===== config.mk =====
export PLATFORM = sky130hd
export DESIGN_NAME = irqc_cmd_seq
export DESIGN_NICKNAME = d
export VERILOG_FILES = /design/src/rtl/irqc_pkg.sv /design/src/rtl/irqc_prio_find.sv /design/src/rtl/irqc_init_seq.sv /design/src/rtl/irqc_cmd_seq.sv
export SDC_FILE = /design/constraint.sdc
export NUM_CORES = 1
export LEC_CHECK = 0
export ABC_CLOCK_PERIOD_IN_PS = 4200
export CAP_MARGIN = 20
export CELL_PAD_IN_SITES_DETAIL_PLACEMENT = 1
export CELL_PAD_IN_SITES_GLOBAL_PLACEMENT = 2
export CORE_AREA = 2 2 115 117
export CTS_CLUSTER_SIZE = 25
export DETAILED_ROUTE_END_ITERATION = 8
export DIE_AREA = 0 0 117 119
export MAX_ROUTING_LAYER = met4
export PLACE_DENSITY_LB_ADDON = 0.12
export SETUP_SLACK_MARGIN = 0.1
export SYNTH_ARGS = -nofsm -noshare
export SYNTH_HDL_FRONTEND = slang
export SYNTH_SLANG_ARGS = --single-unit

===== constraint.sdc =====
create_clock -name clk -period 4.2 [get_ports clk]
set_input_delay 0.42 -clock clk [delete_from_list [all_inputs] [get_ports clk]]
set_output_delay 0.42 -clock clk [all_outputs]
set_load 0.05 [all_outputs]

===== src/rtl/irqc_pkg.sv =====
package irqc_pkg;
  typedef enum logic [1:0] {
    ST_IDLE = 2'd0,
    ST_BASE = 2'd1,
    ST_CASC = 2'd2,
    ST_MODE = 2'd3
  } init_step_t;

  localparam logic [2:0] CMD_AEOI_ROT_OFF = 3'd0;
  localparam logic [2:0] CMD_EOI_TOP      = 3'd1;
  localparam logic [2:0] CMD_NOP          = 3'd2;
  localparam logic [2:0] CMD_EOI_LINE     = 3'd3;
  localparam logic [2:0] CMD_AEOI_ROT_ON  = 3'd4;
  localparam logic [2:0] CMD_EOI_TOP_ROT  = 3'd5;
  localparam logic [2:0] CMD_SET_BASE     = 3'd6;
  localparam logic [2:0] CMD_EOI_LINE_ROT = 3'd7;
endpackage


===== src/rtl/irqc_prio_find.sv =====
// Finds the set bit of highest rotating priority: line `base` first,
// then base+1, base+2 ... wrapping modulo N_LINES.
module irqc_prio_find #(
  parameter int N_LINES = 8,
  localparam int W = $clog2(N_LINES)
) (
  input  logic [N_LINES-1:0] vec,
  input  logic [W-1:0]       base,
  output logic               found,
  output logic [W-1:0]       line
);
  always_comb begin
    found = 1'b0;
    line  = '0;
    for (int i = N_LINES - 1; i >= 0; i--) begin
      if (vec[W'(int'(base) + i)]) begin
        found = 1'b1;
        line  = W'(int'(base) + i);
      end
    end
  end
endmodule


===== src/rtl/irqc_init_seq.sv =====
module irqc_init_seq
  import irqc_pkg::*;
(
  input  logic       clk,
  input  logic       rst,
  input  logic       start,
  input  logic       start_single,
  input  logic       start_need4,
  input  logic       step_wr,
  output init_step_t step
);
  logic single_q;
  logic need4_q;

  always_ff @(posedge clk) begin
    if (rst) begin
      step     <= ST_IDLE;
      single_q <= 1'b0;
      need4_q  <= 1'b0;
    end else if (start) begin
      step     <= ST_BASE;
      single_q <= start_single;
      need4_q  <= start_need4;
    end else if (step_wr) begin
      unique case (step)
        ST_BASE: begin
          if (!single_q)    step <= ST_CASC;
          else if (need4_q) step <= ST_MODE;
          else              step <= ST_IDLE;
        end
        ST_CASC: step <= need4_q ? ST_MODE : ST_IDLE;
        ST_MODE: step <= ST_IDLE;
        default: step <= ST_IDLE;
      endcase
    end
  end
endmodule


===== src/rtl/irqc_cmd_seq.sv =====
module irqc_cmd_seq
  import irqc_pkg::*;
#(
  parameter int N_LINES = 8,
  parameter int DW = 8,
  parameter logic [N_LINES-1:0] TRIG_WMASK = 8'hF8,
  localparam int W = $clog2(N_LINES)
) (
  input  logic               clk,
  input  logic               rst,
  input  logic               wr_en,
  input  logic               rd_en,
  input  logic               addr,
  input  logic [DW-1:0]      wdata,
  input  logic               trig_we,
  input  logic [N_LINES-1:0] trig_wdata,
  input  logic [N_LINES-1:0] req_vec,
  input  logic               win_valid,
  input  logic [W-1:0]       win_line,
  output logic [DW-1:0]      rdata,
  output logic               ack_pulse,
  output logic [W-1:0]       ack_line,
  output logic [N_LINES-1:0] imr,
  output logic [N_LINES-1:0] isr,
  output logic [W-1:0]       rot_base,
  output logic [DW-1:0]      vec_base,
  output logic [N_LINES-1:0] trig_mode,
  output logic               auto_eoi,
  output logic               rot_on_aeoi,
  output logic               sfnm,
  output logic               spec_mask,
  output logic               init_busy,
  output logic               level_err
);
  localparam logic [DW-1:0] VBASE_KEEP = ~DW'(N_LINES - 1);
  localparam logic [DW-1:0] POLL_FLAG  = DW'(1) << (DW - 1);

  logic       wr_cmd;
  logic       wr_data;
  logic       is_init;
  logic       is_opctl;
  logic       is_eoi;
  logic       rd_go;
  logic [2:0] code;
  logic [W-1:0] sel_line;
  logic       poll_armed;
  logic       rd_sel;
  logic       top_found;
  logic [W-1:0] top_line;
  init_step_t step;

  assign wr_cmd   = wr_en && !addr;
  assign wr_data  = wr_en && addr;
  assign is_init  = wr_cmd && wdata[4];
  assign is_opctl = wr_cmd && !wdata[4] && wdata[3];
  assign is_eoi   = wr_cmd && !wdata[4] && !wdata[3];
  assign code     = wdata[7:5];
  assign sel_line = wdata[W-1:0];
  assign rd_go    = rd_en && !wr_en;
  assign init_busy = (step != ST_IDLE);

  irqc_prio_find #(.N_LINES(N_LINES)) u_isr_find (
    .vec   (isr),
    .base  (rot_base),
    .found (top_found),
    .line  (top_line)
  );

  irqc_init_seq u_init_seq (
    .clk          (clk),
    .rst          (rst),
    .start        (is_init),
    .start_single (wdata[1]),
    .start_need4  (wdata[0]),
    .step_wr      (wr_data && init_busy),
    .step         (step)
  );

  always_ff @(posedge clk) begin
    if (rst) begin
      trig_mode <= '0;
    end else if (trig_we) begin
      trig_mode <= trig_wdata & TRIG_WMASK;
    end
  end

  always_ff @(posedge clk) begin
    if (rst) begin
      imr         <= '0;
      isr         <= '0;
      rot_base    <= '0;
      vec_base    <= '0;
      auto_eoi    <= 1'b0;
      rot_on_aeoi <= 1'b0;
      sfnm        <= 1'b0;
      spec_mask   <= 1'b0;
      poll_armed  <= 1'b0;
      rd_sel      <= 1'b0;
      level_err   <= 1'b0;
      rdata       <= '0;
      ack_pulse   <= 1'b0;
      ack_line    <= '0;
    end else begin
      ack_pulse <= 1'b0;
      if (is_init) begin
        imr         <= '0;
        isr         <= '0;
        rot_base    <= '0;
        vec_base    <= '0;
        auto_eoi    <= 1'b0;
        rot_on_aeoi <= 1'b0;
        sfnm        <= 1'b0;
        spec_mask   <= 1'b0;
        poll_armed  <= 1'b0;
        rd_sel      <= 1'b0;
        level_err   <= wdata[3];
      end else if (is_opctl) begin
        if (wdata[2]) poll_armed <= 1'b1;
        if (wdata[1]) rd_sel <= wdata[0];
        if (wdata[6]) spec_mask <= wdata[5];
      end else if (is_eoi) begin
        unique case (code)
          CMD_AEOI_ROT_OFF, CMD_AEOI_ROT_ON: rot_on_aeoi <= code[2];
          CMD_EOI_TOP, CMD_EOI_TOP_ROT: begin
            if (top_found) begin
              isr[top_line] <= 1'b0;
              if (code == CMD_EOI_TOP_ROT) rot_base <= top_line + W'(1);
            end
          end
          CMD_EOI_LINE: isr[sel_line] <= 1'b0;
          CMD_EOI_LINE_ROT: begin
            isr[sel_line] <= 1'b0;
            rot_base      <= sel_line + W'(1);
          end
          CMD_SET_BASE: rot_base <= sel_line + W'(1);
          default: ;
        endcase
      end else if (wr_data) begin
        unique case (step)
          ST_IDLE: imr <= wdata[N_LINES-1:0];
          ST_BASE: vec_base <= wdata & VBASE_KEEP;
          ST_MODE: begin
            sfnm     <= wdata[4];
            auto_eoi <= wdata[1];
          end
          default: ;
        endcase
      end

      if (rd_go) begin
        poll_armed <= 1'b0;
        if (poll_armed) begin
          if (win_valid) begin
            rdata     <= POLL_FLAG | DW'(win_line);
            ack_pulse <= 1'b1;
            ack_line  <= win_line;
            if (auto_eoi) begin
              if (rot_on_aeoi) rot_base <= win_line + W'(1);
            end else begin
              isr[win_line] <= 1'b1;
            end
          end else begin
            rdata <= '0;
          end
        end else if (addr) begin
          rdata <= DW'(imr);
        end else begin
          rdata <= rd_sel ? DW'(isr) : DW'(req_vec);
        end
      end
    end
  end
endmodule


==> results.rst <==
.. list-table::
   :header-rows: 1

   * - Metric
     - Value
   * - Post-cts resize count
     - 0
   * - Area of the multi-input gates
     - 2430 um2
   * - Number of storage elements in the synthesis netlist
     - 52
   * - Cell area after technology mapping
     - 3730 um2
   * - Capture point of the worst reg-to-reg path
     - rot_base[1]
   * - Class of the tightest hold or removal check
     - register to register
   * - Die outline area
     - 13,900 um2
   * - Required @ worst endpoint
     - 4.37 ns
   * - Initial antenna violation count
     - 0
   * - Post-Route WL
     - 13,100 um
   * - Routed vias
     - 3,504
   * - Gate Count Post-Synth
     - 442
   * - Largest area contributor in the synthesized netlist
     - dfxtp_1
   * - Most frequent cells after synthesis
     - 52 x dfxtp_1, 51 x nor2_1, 42 x nand2_1
   * - Largest fanout on the critical path
     - 10
   * - Design Power
     - 1160 uW
   * - Hold-fix buffers, CTS
     - 0
   * - Setup repair after global routing missed its margin
     - false
   * - Post-CTS setup buffer count
     - 0
   * - Buffer and inverter count on the worst path
     - 3
   * - TritonCTS sink count
     - 52
   * - Wire length of the first global-routing pass
     - 20,300 um
   * - Max-slew violations
     - 0
   * - Inserted Clock Buffers
     - 5
   * - Start of the worst register-to-register path
     - rot_base[1]
   * - Fin nets
     - 549
   * - Total power density per cell area
     - 244 nW/um2
   * - Final hold violations
     - 0
   * - Starting density of the core
     - 28.9%
   * - Maximum buffer depth of the clock tree
     - 2
   * - Pin count of the biggest net entering global routing
     - 31
   * - Max-Slew Margin vs Limit
     - 32.1%
   * - Residual DRC count
     - 0
   * - Crit. End Element
     - register
   * - CP delay by family, top
     - compound AO/OA/AOI/OAI gates
   * - Final worst path period need
     - 3.61 ns
   * - Global placer's final weighted congestion
     - 0.856
   * - Number of H-tree levels
     - 2
   * - List of cells traversed by the critical path
     - inv_2 -> ha_1 -> buf_4 -> mux2i_1 -> mux2i_1 -> o221ai_1 -> a2111oi_4 -> a211oi_2 -> and2_2 -> inv_2 -> ha_1 -> nand4_1 -> a21oi_1 -> o21ai_0 -> o211ai_1
   * - Number of nets with antenna violations after routing
     - 0
   * - Wirelength per Cell
     - 19.2 um
   * - Clock slew seen by the registers of the worst setup and hold paths
     - 0.07 ns
   * - Post-Syn Area per Cell
     - 8.43 um2
   * - Post-route setup TNS
     - 0 ns
   * - Final number of setup-violating endpoints
     - 0
   * - GR Util All Layers
     - 19.6%
   * - TritonCTS clock tree
     - done
   * - Result of the run
     - finished clean
   * - Max rail drop VDD
     - 128 uV
   * - Post-synthesis sequential area ratio
     - 27.9%
   * - Reported max-cap violation count
     - 0
   * - TritonRoute pass-1 iters
     - 4
   * - Chip height
     - 119 um
   * - Most instantiated library cell after synthesis
     - dfxtp_1
   * - Post-synth cell types
     - 70
   * - Critical Path Max Stage Delay
     - 0.48 ns
   * - Area taken by flip-flops and latches
     - 1040 um2
   * - I/O Pins
     - 87
   * - Number of synthesized flops with an enable pin
     - 0
   * - Via count of the first global-routing pass
     - 3,537
   * - Worst Path Arrival
     - 3.79 ns
   * - Number of instances on the worst hold path
     - 2
   * - Core box area
     - 12,900 um2
   * - Min-Delay Startpoint
     - ack_line[0]
   * - Top cells by area in the synthesized netlist
     - dfxtp_1 28%, mux2i_1 10%, nor2_1 5.1%
   * - Fraction of layout cells with a size suffix above 1
     - 8.88%
   * - Slew at the pin with the worst max-slew slack
     - 1.00 ns
   * - Critical-path top delay cell
     - o221ai_1
   * - Largest clock skew in the final design
     - 0.00847 ns
   * - Later-pin clock latency in the skew report
     - 0.30 ns
   * - Share of the synthesized area in the top cell type
     - 27.9%
   * - Vias per Instance
     - 5.13
   * - Clk Tree Root Cell
     - clkbuf_16
   * - Residual overflow from global routing
     - 0
   * - Share of the cycle needed by the critical path after routing
     - 86.1%
   * - Cells on worst reg2reg path
     - 15
   * - Detail Placement HPWL
     - 9810 um
   * - Primary flip-flop cell chosen by synthesis mapping
     - dfxtp_1
   * - Fillcell total
     - 1,519
   * - # rows
     - 42
   * - Endpoint of the worst hold path
     - ack_line[0]
   * - Class of the most critical setup path
     - register to register
   * - Total inserted antenna cells
     - 0
   * - Horizontal die dimension
     - 117 um
   * - Highest clock frequency the design can meet
     - 277 MHz
   * - Proportion of synthesized flip-flops having asynchronous set or reset
     - 0%
   * - CP startpoint kind
     - register
   * - Number of design-rule violations left by the first detailed-router iteration
     - 179
   * - Synth-to-Final Area Change
     - 27.5%
   * - Leak Pwr
     - 0.00179 uW
   * - Flop-to-flop setup slack
     - 0.59 ns
   * - Yosys warns
     - 0
   * - IO Port Bufs
     - 77
## power by group
part	internal, uW	switching [uW]	total [uW]
sequential	506	10.5	516
combinational	80.3	138	218
clock	223	200	423
total	809	348	1160
## area by class of cell
cell class	instances	share of cell area [%]
Multi-Input combinational cell	344	51.2
Sequential cell	52	21.9
Timing Repair Buffer	88	18.0
Tap cell	176	4.63
Clock buffer	6	2.71
Inverter	15	1.18
Clock inverter	2	0.342
## worst reg2reg max path, stage by stage (launching register included)
cell and delay (ns):
dfxtp_1 0.34, inv_2 0.11, ha_1 0.40, buf_4 0.22
mux2i_1 0.24, mux2i_1 0.11, o221ai_1 0.48, a2111oi_4 0.16
a211oi_2 0.39, and2_2 0.28, inv_2 0.05, ha_1 0.28
nand4_1 0.10, a21oi_1 0.05, o21ai_0 0.17, o211ai_1 0.10
## sequential cells by signal (all words and copies together), names as in the netlist, 2 cells and up
signal,flops
rdata,8
trig_mode,5
ack_line,3
rot_base,3
vec_base,5
imr,8
isr,8
u_init_seq.step,2
## per-layer routing
metal	vias up	GRT usage, %	wire [um]
li1	1730	-	-
met1	1710	24.2	5850
met2	55	34.2	6780
met3	9	2.29	332
met4	0	3.68	144
met5	-	-	0
## how the worst max path moves through the flow
| stage | to | cells after the start | slack [ns] | start |
|---|---|---|---|---|
| 6_report | rot_base[1] | 15 | 0.59 | rot_base[1] |
| 5_1_grt | rot_base[1] | 15 | 0.23 | rot_base[1] |
| 4_1_cts | rot_base[1] | 15 | 0.58 | rot_base[1] |
| 3_5_place_dp | rot_base[1] | 15 | 0.58 | rot_base[1] |
| 3_3_place_gp | rot_base[1] | 15 | 0.69 | rot_base[1] |
| 2_1_floorplan | rot_base[1] | 17 | 0.25 | rot_base[0] |
## cells in the final DEF (no fill, tap or decap), types with 6 or more instances in the layout
cell type / netlist / routed
clkdlybuf4s50_1: 0 / 77
nor2_1: 51 / 51
dfxtp_1: 52 / 51
nand2_1: 42 / 42
mux2i_1: 39 / 39
a21oi_1: 26 / 26
o21ai_0: 23 / 23
nand3_1: 17 / 17
inv_1: 12 / 12
nor3_1: 11 / 11
buf_4: 7 / 11
ha_1: 9 / 9
mux4_2: 8 / 8
nand2b_1: 7 / 7
and2_1: 6 / 6
o211ai_1: 6 / 6
conb_1: 1 / 6
## through the flow
| step | util [%] | area (um2) | hold WS (ns) | instances | worst slack [ns] |
|---|---|---|---|---|---|
| after floorplan | - | 3750 | 0.475 | 447 | 0.246 |
| after global placement | 35.8 | 4610 | 0.449 | 675 | 0.687 |
| after detailed placement | 35.8 | 4610 | 0.451 | 675 | 0.577 |
| after CTS | 36.9 | 4750 | 0.463 | 683 | 0.582 |
| after global routing | 36.9 | 4750 | 0.489 | 683 | 0.227 |
| final | 36.9 | 4750 | 0.460 | 683 | 0.585 |
## logic make-up after synthesis
| family | after synthesis | synth area share, % |
|---|---|---|
| AO/OA/AOI/OAI | 104 | 19.8 |
| multiplexers | 56 | 19.3 |
| XOR/XNOR | 5 | 1.38 |
| AND/OR/NAND/NOR | 164 | 21.2 |
| flip-flops | 52 | 27.9 |
| adder cells (fa/ha/maj) | 9 | 3.02 |
| buffers and inverters | 51 | 7.22 |
| other | 1 | 0.101 |
(Power assumes the default switching activity.)
